[src/rtl/pvq_pkg.sv]
package pvq_pkg;

    localparam int OFF_W  = 8;
    localparam int QSZ_W  = 16;
    localparam int ADR_W  = 64;

    // byte offsets of the register window
    localparam logic [OFF_W-1:0] OFF_DEV_SEL  = 8'h00;
    localparam logic [OFF_W-1:0] OFF_DEV_FEAT = 8'h04;
    localparam logic [OFF_W-1:0] OFF_DRV_SEL  = 8'h08;
    localparam logic [OFF_W-1:0] OFF_DRV_ACK  = 8'h0C;
    localparam logic [OFF_W-1:0] OFF_CFG_VEC  = 8'h10;
    localparam logic [OFF_W-1:0] OFF_NUM_Q    = 8'h12;
    localparam logic [OFF_W-1:0] OFF_STATUS   = 8'h14;
    localparam logic [OFF_W-1:0] OFF_GEN      = 8'h15;
    localparam logic [OFF_W-1:0] OFF_QSEL     = 8'h16;
    localparam logic [OFF_W-1:0] OFF_QSIZE    = 8'h18;
    localparam logic [OFF_W-1:0] OFF_QVEC     = 8'h1A;
    localparam logic [OFF_W-1:0] OFF_QEN      = 8'h1C;
    localparam logic [OFF_W-1:0] OFF_QNOTIFY  = 8'h1E;
    localparam logic [OFF_W-1:0] OFF_DESC     = 8'h20;
    localparam logic [OFF_W-1:0] OFF_AVAIL    = 8'h28;
    localparam logic [OFF_W-1:0] OFF_USED     = 8'h30;

    typedef enum logic [2:0] {
        QOP_NONE,
        QOP_SIZE,
        QOP_READY,
        QOP_LO,
        QOP_HI,
        QOP_FULL
    } qop_e;

    typedef struct packed {
        logic [QSZ_W-1:0] size;
        logic             ready;
        logic [ADR_W-1:0] desc;
        logic [ADR_W-1:0] avail;
        logic [ADR_W-1:0] used;
    } qstate_t;

    typedef struct packed {
        logic [7:0]       status;
        logic [7:0]       gen;
        logic [31:0]      dev_sel;
        logic [31:0]      drv_sel;
        logic [15:0]      qsel;
        logic             ack_v;
        logic [31:0]      ack_page;
        logic [31:0]      ack_bits;
        logic             err;
        logic [63:0]      rdata;
        logic             rvalid;
    } glob_t;

endpackage

[src/rtl/pvq_queue_bank.sv]
module pvq_queue_bank
    import pvq_pkg::*;
#(
    parameter int NQ = 4,
    localparam int QIDX_W = (NQ > 1) ? $clog2(NQ) : 1
) (
    input  logic              clk,
    input  logic              rst_n,
    input  qop_e              op,
    input  logic [1:0]        ring_idx,
    input  logic [QIDX_W-1:0] qidx,
    input  logic              hit,
    input  logic [63:0]       wdata,
    output qstate_t           q_o [NQ]
);

    function automatic logic [ADR_W-1:0] merge_addr(
        input logic [ADR_W-1:0] old,
        input qop_e             kind,
        input logic [63:0]      wd
    );
        case (kind)
            QOP_LO:   merge_addr = {old[63:32], wd[31:0]};
            QOP_HI:   merge_addr = {wd[31:0], old[31:0]};
            QOP_FULL: merge_addr = wd;
            default:  merge_addr = old;
        endcase
    endfunction

    for (genvar i = 0; i < NQ; i++) begin : g_q
        qstate_t s_d, s_q;

        always_comb begin
            s_d = s_q;
            if (hit && (qidx == QIDX_W'(i))) begin
                case (op)
                    QOP_SIZE:  s_d.size  = wdata[QSZ_W-1:0];
                    QOP_READY: s_d.ready = (wdata[15:0] == 16'd1);
                    QOP_LO, QOP_HI, QOP_FULL: begin
                        case (ring_idx)
                            2'd0:    s_d.desc  = merge_addr(s_q.desc, op, wdata);
                            2'd1:    s_d.avail = merge_addr(s_q.avail, op, wdata);
                            2'd2:    s_d.used  = merge_addr(s_q.used, op, wdata);
                            default: ;
                        endcase
                    end
                    default: ;
                endcase
            end
        end

        always_ff @(posedge clk) begin
            if (!rst_n) s_q <= '0;
            else        s_q <= s_d;
        end

        assign q_o[i] = s_q;
    end

endmodule

[src/rtl/pvq_read_mux.sv]
module pvq_read_mux
    import pvq_pkg::*;
#(
    parameter int NQ = 4
) (
    input  logic [3:0]       size,
    input  logic [OFF_W-1:0] off,
    input  logic [7:0]       status,
    input  logic [7:0]       gen,
    input  logic [31:0]      dev_sel,
    input  logic [31:0]      drv_sel,
    input  logic [15:0]      qsel,
    input  logic [QSZ_W-1:0] sel_size,
    input  logic             sel_ready,
    input  logic             hit,
    input  logic [31:0]      feat_word,
    output logic [63:0]      rdata
);

    always_comb begin
        rdata = '0;
        case (size)
            4'd1: begin
                case (off)
                    OFF_STATUS: rdata[7:0] = status;
                    OFF_GEN:    rdata[7:0] = gen;
                    default:    ;
                endcase
            end
            4'd2: begin
                case (off)
                    OFF_NUM_Q:   rdata[15:0] = 16'(NQ);
                    OFF_QSEL:    rdata[15:0] = qsel;
                    OFF_QSIZE:   rdata[15:0] = hit ? sel_size : '0;
                    OFF_QEN:     rdata[0]    = hit & sel_ready;
                    OFF_QNOTIFY: rdata[15:0] = qsel;
                    default:     ;
                endcase
            end
            4'd4: begin
                case (off)
                    OFF_DEV_SEL:  rdata[31:0] = dev_sel;
                    OFF_DEV_FEAT: rdata[31:0] = feat_word | {31'd0, (dev_sel == 32'd1)};
                    OFF_DRV_SEL:  rdata[31:0] = drv_sel;
                    default:      ;
                endcase
            end
            default: ;
        endcase
    end

endmodule

[src/rtl/pvq_cfg_regs.sv]
module pvq_cfg_regs
    import pvq_pkg::*;
#(
    parameter int NQ = 4
) (
    input  logic             clk,
    input  logic             rst_n,
    input  logic             bus_rd,
    input  logic             bus_wr,
    input  logic [7:0]       bus_off,
    input  logic [3:0]       bus_size,
    input  logic [63:0]      bus_wdata,
    output logic [63:0]      bus_rdata,
    output logic             bus_rvalid,
    output logic             bus_err,
    output logic [31:0]      feat_page,
    input  logic [31:0]      feat_word,
    output logic             ack_valid,
    output logic [31:0]      ack_page,
    output logic [31:0]      ack_bits,
    input  logic             cfg_change,
    output logic [NQ-1:0]    q_ready,
    output logic [NQ*16-1:0] q_size,
    output logic [NQ*64-1:0] q_desc,
    output logic [NQ*64-1:0] q_avail,
    output logic [NQ*64-1:0] q_used
);

    localparam int QIDX_W = (NQ > 1) ? $clog2(NQ) : 1;

    glob_t g_d, g_q;
    qop_e  qop;
    logic [1:0]        ring_idx;
    logic              hit;
    logic [QIDX_W-1:0] qidx;
    qstate_t           q_arr [NQ];
    qstate_t           sel_st;
    logic [63:0]       rd_val;
    logic [7:0]        gen_now;
    logic [15:0]       qsel_now;

    assign hit  = (32'(g_q.qsel) < NQ);
    assign qidx = g_q.qsel[QIDX_W-1:0];
    assign sel_st = hit ? q_arr[qidx] : '0;

    pvq_queue_bank #(.NQ(NQ)) u_bank (
        .clk      (clk),
        .rst_n    (rst_n),
        .op       (qop),
        .ring_idx (ring_idx),
        .qidx     (qidx),
        .hit      (hit),
        .wdata    (bus_wdata),
        .q_o      (q_arr)
    );

    pvq_read_mux #(.NQ(NQ)) u_rmux (
        .size      (bus_size),
        .off       (bus_off),
        .status    (g_q.status),
        .gen       (g_q.gen),
        .dev_sel   (g_q.dev_sel),
        .drv_sel   (g_q.drv_sel),
        .qsel      (g_q.qsel),
        .sel_size  (sel_st.size),
        .sel_ready (sel_st.ready),
        .hit       (hit),
        .feat_word (feat_word),
        .rdata     (rd_val)
    );

    // write decode and next-state
    always_comb begin
        g_d        = g_q;
        g_d.ack_v  = 1'b0;
        g_d.err    = 1'b0;
        g_d.rvalid = bus_rd;
        g_d.rdata  = bus_rd ? rd_val : '0;
        qop        = QOP_NONE;
        ring_idx   = 2'd0;

        if (cfg_change) g_d.gen = g_q.gen + 8'd1;

        if (bus_wr) begin
            case (bus_size)
                4'd1: begin
                    case (bus_off)
                        OFF_STATUS: g_d.status = bus_wdata[7:0];
                        default:    g_d.err = 1'b1;
                    endcase
                end
                4'd2: begin
                    case (bus_off)
                        OFF_QSEL:    g_d.qsel = bus_wdata[15:0];
                        OFF_QSIZE:   qop = QOP_SIZE;
                        OFF_QEN:     qop = QOP_READY;
                        OFF_CFG_VEC,
                        OFF_QVEC:    ;
                        default:     g_d.err = 1'b1;
                    endcase
                end
                4'd4: begin
                    case (bus_off)
                        OFF_DEV_SEL: g_d.dev_sel = bus_wdata[31:0];
                        OFF_DRV_SEL: g_d.drv_sel = bus_wdata[31:0];
                        OFF_DRV_ACK: begin
                            g_d.ack_v    = 1'b1;
                            g_d.ack_page = g_q.drv_sel;
                            g_d.ack_bits = bus_wdata[31:0];
                        end
                        8'h20, 8'h24, 8'h28, 8'h2C, 8'h30, 8'h34: begin
                            qop      = bus_off[2] ? QOP_HI : QOP_LO;
                            ring_idx = 2'(bus_off[5:3] - 3'd4);
                        end
                        default: g_d.err = 1'b1;
                    endcase
                end
                4'd8: begin
                    case (bus_off)
                        OFF_DESC, OFF_AVAIL, OFF_USED: begin
                            qop      = QOP_FULL;
                            ring_idx = 2'(bus_off[5:3] - 3'd4);
                        end
                        default: g_d.err = 1'b1;
                    endcase
                end
                default: ;
            endcase
        end
    end

    always_ff @(posedge clk) begin
        if (!rst_n) g_q <= '0;
        else        g_q <= g_d;
    end

    assign bus_rdata  = g_q.rdata;
    assign bus_rvalid = g_q.rvalid;
    assign bus_err    = g_q.err;
    assign feat_page  = g_q.dev_sel;
    assign ack_valid  = g_q.ack_v;
    assign ack_page   = g_q.ack_page;
    assign ack_bits   = g_q.ack_bits;
    assign gen_now    = g_q.gen;
    assign qsel_now   = g_q.qsel;

    for (genvar i = 0; i < NQ; i++) begin : g_out
        assign q_ready[i]          = q_arr[i].ready;
        assign q_size[i*16 +: 16]  = q_arr[i].size;
        assign q_desc[i*64 +: 64]  = q_arr[i].desc;
        assign q_avail[i*64 +: 64] = q_arr[i].avail;
        assign q_used[i*64 +: 64]  = q_arr[i].used;
    end

endmodule

[config.mk]
export PLATFORM = sky130hd
export DESIGN_NAME = pvq_cfg_regs
export DESIGN_NICKNAME = d
export VERILOG_FILES = /design/src/rtl/pvq_pkg.sv /design/src/rtl/pvq_queue_bank.sv /design/src/rtl/pvq_read_mux.sv /design/src/rtl/pvq_cfg_regs.sv
export SDC_FILE = /design/constraint.sdc
export NUM_CORES = 2
export LEC_CHECK = 0
export ABC_AREA = 1
export BUFFER_PORTS_ARGS = -buffer_cell sky130_fd_sc_hd__buf_2
export CAP_MARGIN = 20
export CORE_AREA = 5 5 428 430
export DETAILED_ROUTE_END_ITERATION = 10
export DIE_AREA = 0 0 433 435
export PLACE_DENSITY_LB_ADDON = 0.25
export SETUP_SLACK_MARGIN = 0.4
export SLEW_MARGIN = 40
export SYNTH_ARGS = -nofsm -noshare
export SYNTH_HDL_FRONTEND = slang
export SYNTH_SLANG_ARGS = --single-unit
[constraint.sdc]
create_clock -name clk -period 4.8 [get_ports clk]
set_input_delay 0.96 -clock clk [delete_from_list [all_inputs] [get_ports clk]]
set_output_delay 0.96 -clock clk [all_outputs]
set_load 0.005 [all_outputs]
==> flow_summary.json <==
{
  "drive_above_1_share": 0.224,
  "clockBufferDepth": 3,
  "final_common_cell": "nor2_1",
  "gp_congestion": 0.909,
  "grtUsageTotal": 0.228,
  "syn_area_um2": 41700,
  "cts_resized": 0,
  "nFillCells": 19600,
  "cts_tree": "yes",
  "final_cell_mix": "nor2_1 (1125), buf_2 (1078), dfxtp_1 (1031)",
  "yosys_warnings": 0,
  "routedWlPerCell_um": 24.6,
  "clk_latency_ns": 0.77,
  "final_nets": 6759,
  "syn_inst": 5814,
  "reg2reg_slack_ns": 1.51,
  "slowest_delay_ns": 0.49,
  "io_pins": 1112,
  "dpl.hpwl_mm": 163,
  "crit_top_cell": "nand2_1",
  "grt_pass1_wl_mm": 305,
  "cts-root-buf": "clkbuf_16",
  "overflow": 0,
  "period_share": 0.723,
  "htree_levels": 3,
  "slew-limit-headroom": 0.421,
  "vias_per_cell": 4.48,
  "synth-main-ff-cell": "dfxtp_1",
  "final-setup-viol-count": 0,
  "area_growth_pct": 26.2,
  "clkTransAtPathRegs_ns": 0.06,
  "synth_enable_flop_cells": 0,
  "min_path_type": "reg -> reg",
  "cp-start-kind": "input pin",
  "synth_seq_cells": 1031,
  "die_area_um2": 188000,
  "rows": 156,
  "avgSynthCellArea_um2": 7.17,
  "peakVddDrop_v": 0.000269,
  "clock.fmax_ghz": 0.288,
  "p_per_area_nw_per_um2": 348,
  "cp.required_ns": 5.50,
  "fp.dieH_um": 435,
  "critPathTopFamily": "simple AND/OR/NAND/NOR gates",
  "drv_cap": 0,
  "io_buffers": 1079,
  "rsz0062_at_grt": "false",
  "min_period_ns": 3.47,
  "fin_setup_tns_ns": 0,
  "cts_made_buffers": 119,
  "die_w_um": 433,
  "critPathCaptureType": "register",
  "drtIter0Drc": 3222,
  "post-route-util": 0.293,
  "slew_violations": 0,
  "antenna_found_initial": 42,
  "run_status": "finished, final reports clean",
  "drc_errors": 0,
  "postPlaceCellArea_um2": 48700,
  "grt_start_max_net_pins": 136,
  "wirelength_mm": 224,
  "initial_utilization": 0.233,
  "crit_arrival_ns": 4.17,
  "vias": 40900,
  "critPathMaxFanout": 18,
  "path_buf_inv": 6,
  "clock_sinks": 1031,
  "coreArea_um2": 179000,
  "hold_viol": 0,
  "worst-setup-path-type": "in -> reg",
  "firstDrtPassIters": 6,
  "ys_seq_area_frac": 0.495,
  "ant_nets": 0,
  "tightest_slew_ns": 0.868,
  "skew_ns": 0.0256,
  "path_cells": "buf_2 > nor2_1 > nand3_1 > nor2_1 > nand2_1 > nand2_1 > nand2_4 > nor2_8 > inv_4 > nor2_4 > buf_4 > buf_4 > nand2_1 > nand2_2 > inv_2 > nand2_1 > nand2_1 > inv_1",
  "grt_pass1_vias": 37500,
  "p_leak_nw": 27.0,
  "yosysUniqueCellTypes": 44,
  "async_reset_ff_frac": 0,
  "holdBufCountCts": 0,
  "fin_area_um2": 52600,
  "crit_slowest_cell": "nor2_4",
  "cts_setup_buffers": 0
}
-- report_power, final --
group / switching (W) / total (W) / internal, W
clock network: 0.00388 / 0.00916 / 0.00529
registers: 0.00000284 / 0.00856 / 0.00856
logic: 0.000491 / 0.000581 / 0.0000903
total: 0.00437 / 0.0183 / 0.0139
-- through the flow --
stage	power (W)	hold WS, ns	setup WS (ns)	std cells
4_1_cts	0.0185	0.395	1.52	9105
6_report	0.0183	0.467	1.33	9123
2_1_floorplan	0.00897	0.434	2.10	5845
3_3_place_gp	0.00934	0.445	0.705	8891
3_5_place_dp	0.00934	0.457	0.679	8893
5_1_grt	0.0189	0.453	1.18	9118
-- layout make-up --
class | count | area (um^2) | share of cell area
Inverter | 814 | 3080 | 0.0585
Sequential cell | 1031 | 20600 | 0.392
Multi-Input combinational cell | 3481 | 15500 | 0.295
Tap cell | 2370 | 2970 | 0.0563
Antenna cell | 17 | 42.5 | 0.000808
Clock inverter | 33 | 349 | 0.00663
Timing Repair Buffer | 1198 | 6500 | 0.124
Clock buffer | 179 | 3510 | 0.0668
-- layer usage --
metal  up-vias  GRT usage  wire length [um]
met5         -          0                 0
met4         0      0.127             14500
met3       426     0.0492             16200
met2      1666      0.380            105000
met1     19400      0.271             88600
li1      19400          -                 -
-- Yosys cell counts (26+ instances only) --
library cell / instances / area [um^2]
nand2_1: 987 / 3700
o21ai_1: 123 / 616
dfxtp_1: 1031 / 20600
nor3_1: 26 / 130
nor2_1: 1128 / 4230
inv_1: 760 / 2850
o21a_1: 86 / 646
a22oi_1: 32 / 240
inv_2: 46 / 173
o21ai_0: 427 / 2140
clkbuf_1: 239 / 897
a21oi_1: 459 / 2300
nand2_2: 33 / 206
nand3_1: 50 / 250
buf_4: 163 / 1220
buf_2: 94 / 470
-- cell families (layout without fill, tap and decap cells) --
group	count (synthesis)	in the layout	share of synthesized area
simple gates	2270	2270	0.215
buf+inv	1333	2224	0.138
fa+ha+maj	1	1	0.000300
compound gates	1178	1178	0.152
flops	1031	1031	0.495
other cells	1	49	0.0000899
-- path summary, 6_finish.rpt --
| kind | startpoint | endpoint | cells after the start |
|---|---|---|---|
| setup / recovery | bus_off[7] | u_bank.q_o[480] | 18 |
| hold / removal | g_q[150] | ack_page[3] | 2 |
| setup reg to reg | qsel_now[6] | u_bank.q_o[369] | 10 |
| hold reg to reg | g_q[150] | ack_page[3] | 2 |
-- registers in the layout (all words and copies together) (netlist names) --
register,flops
u_bank.q_o,836
g_q,40
ack_bits,32
ack_page,32
bus_rdata,32
feat_page,32
qsel_now,16
gen_now,8
ack_valid,1
bus_err,1
bus_rvalid,1
-- worst register-to-register path: cells and delay by family (launching register included) --
family                 cells  cell delay (ns)
buffers and inverters      2             0.92
flip-flops                 1             0.32
AND/OR/NAND/NOR            8             1.93
Power figures use the tool's default switching activity.
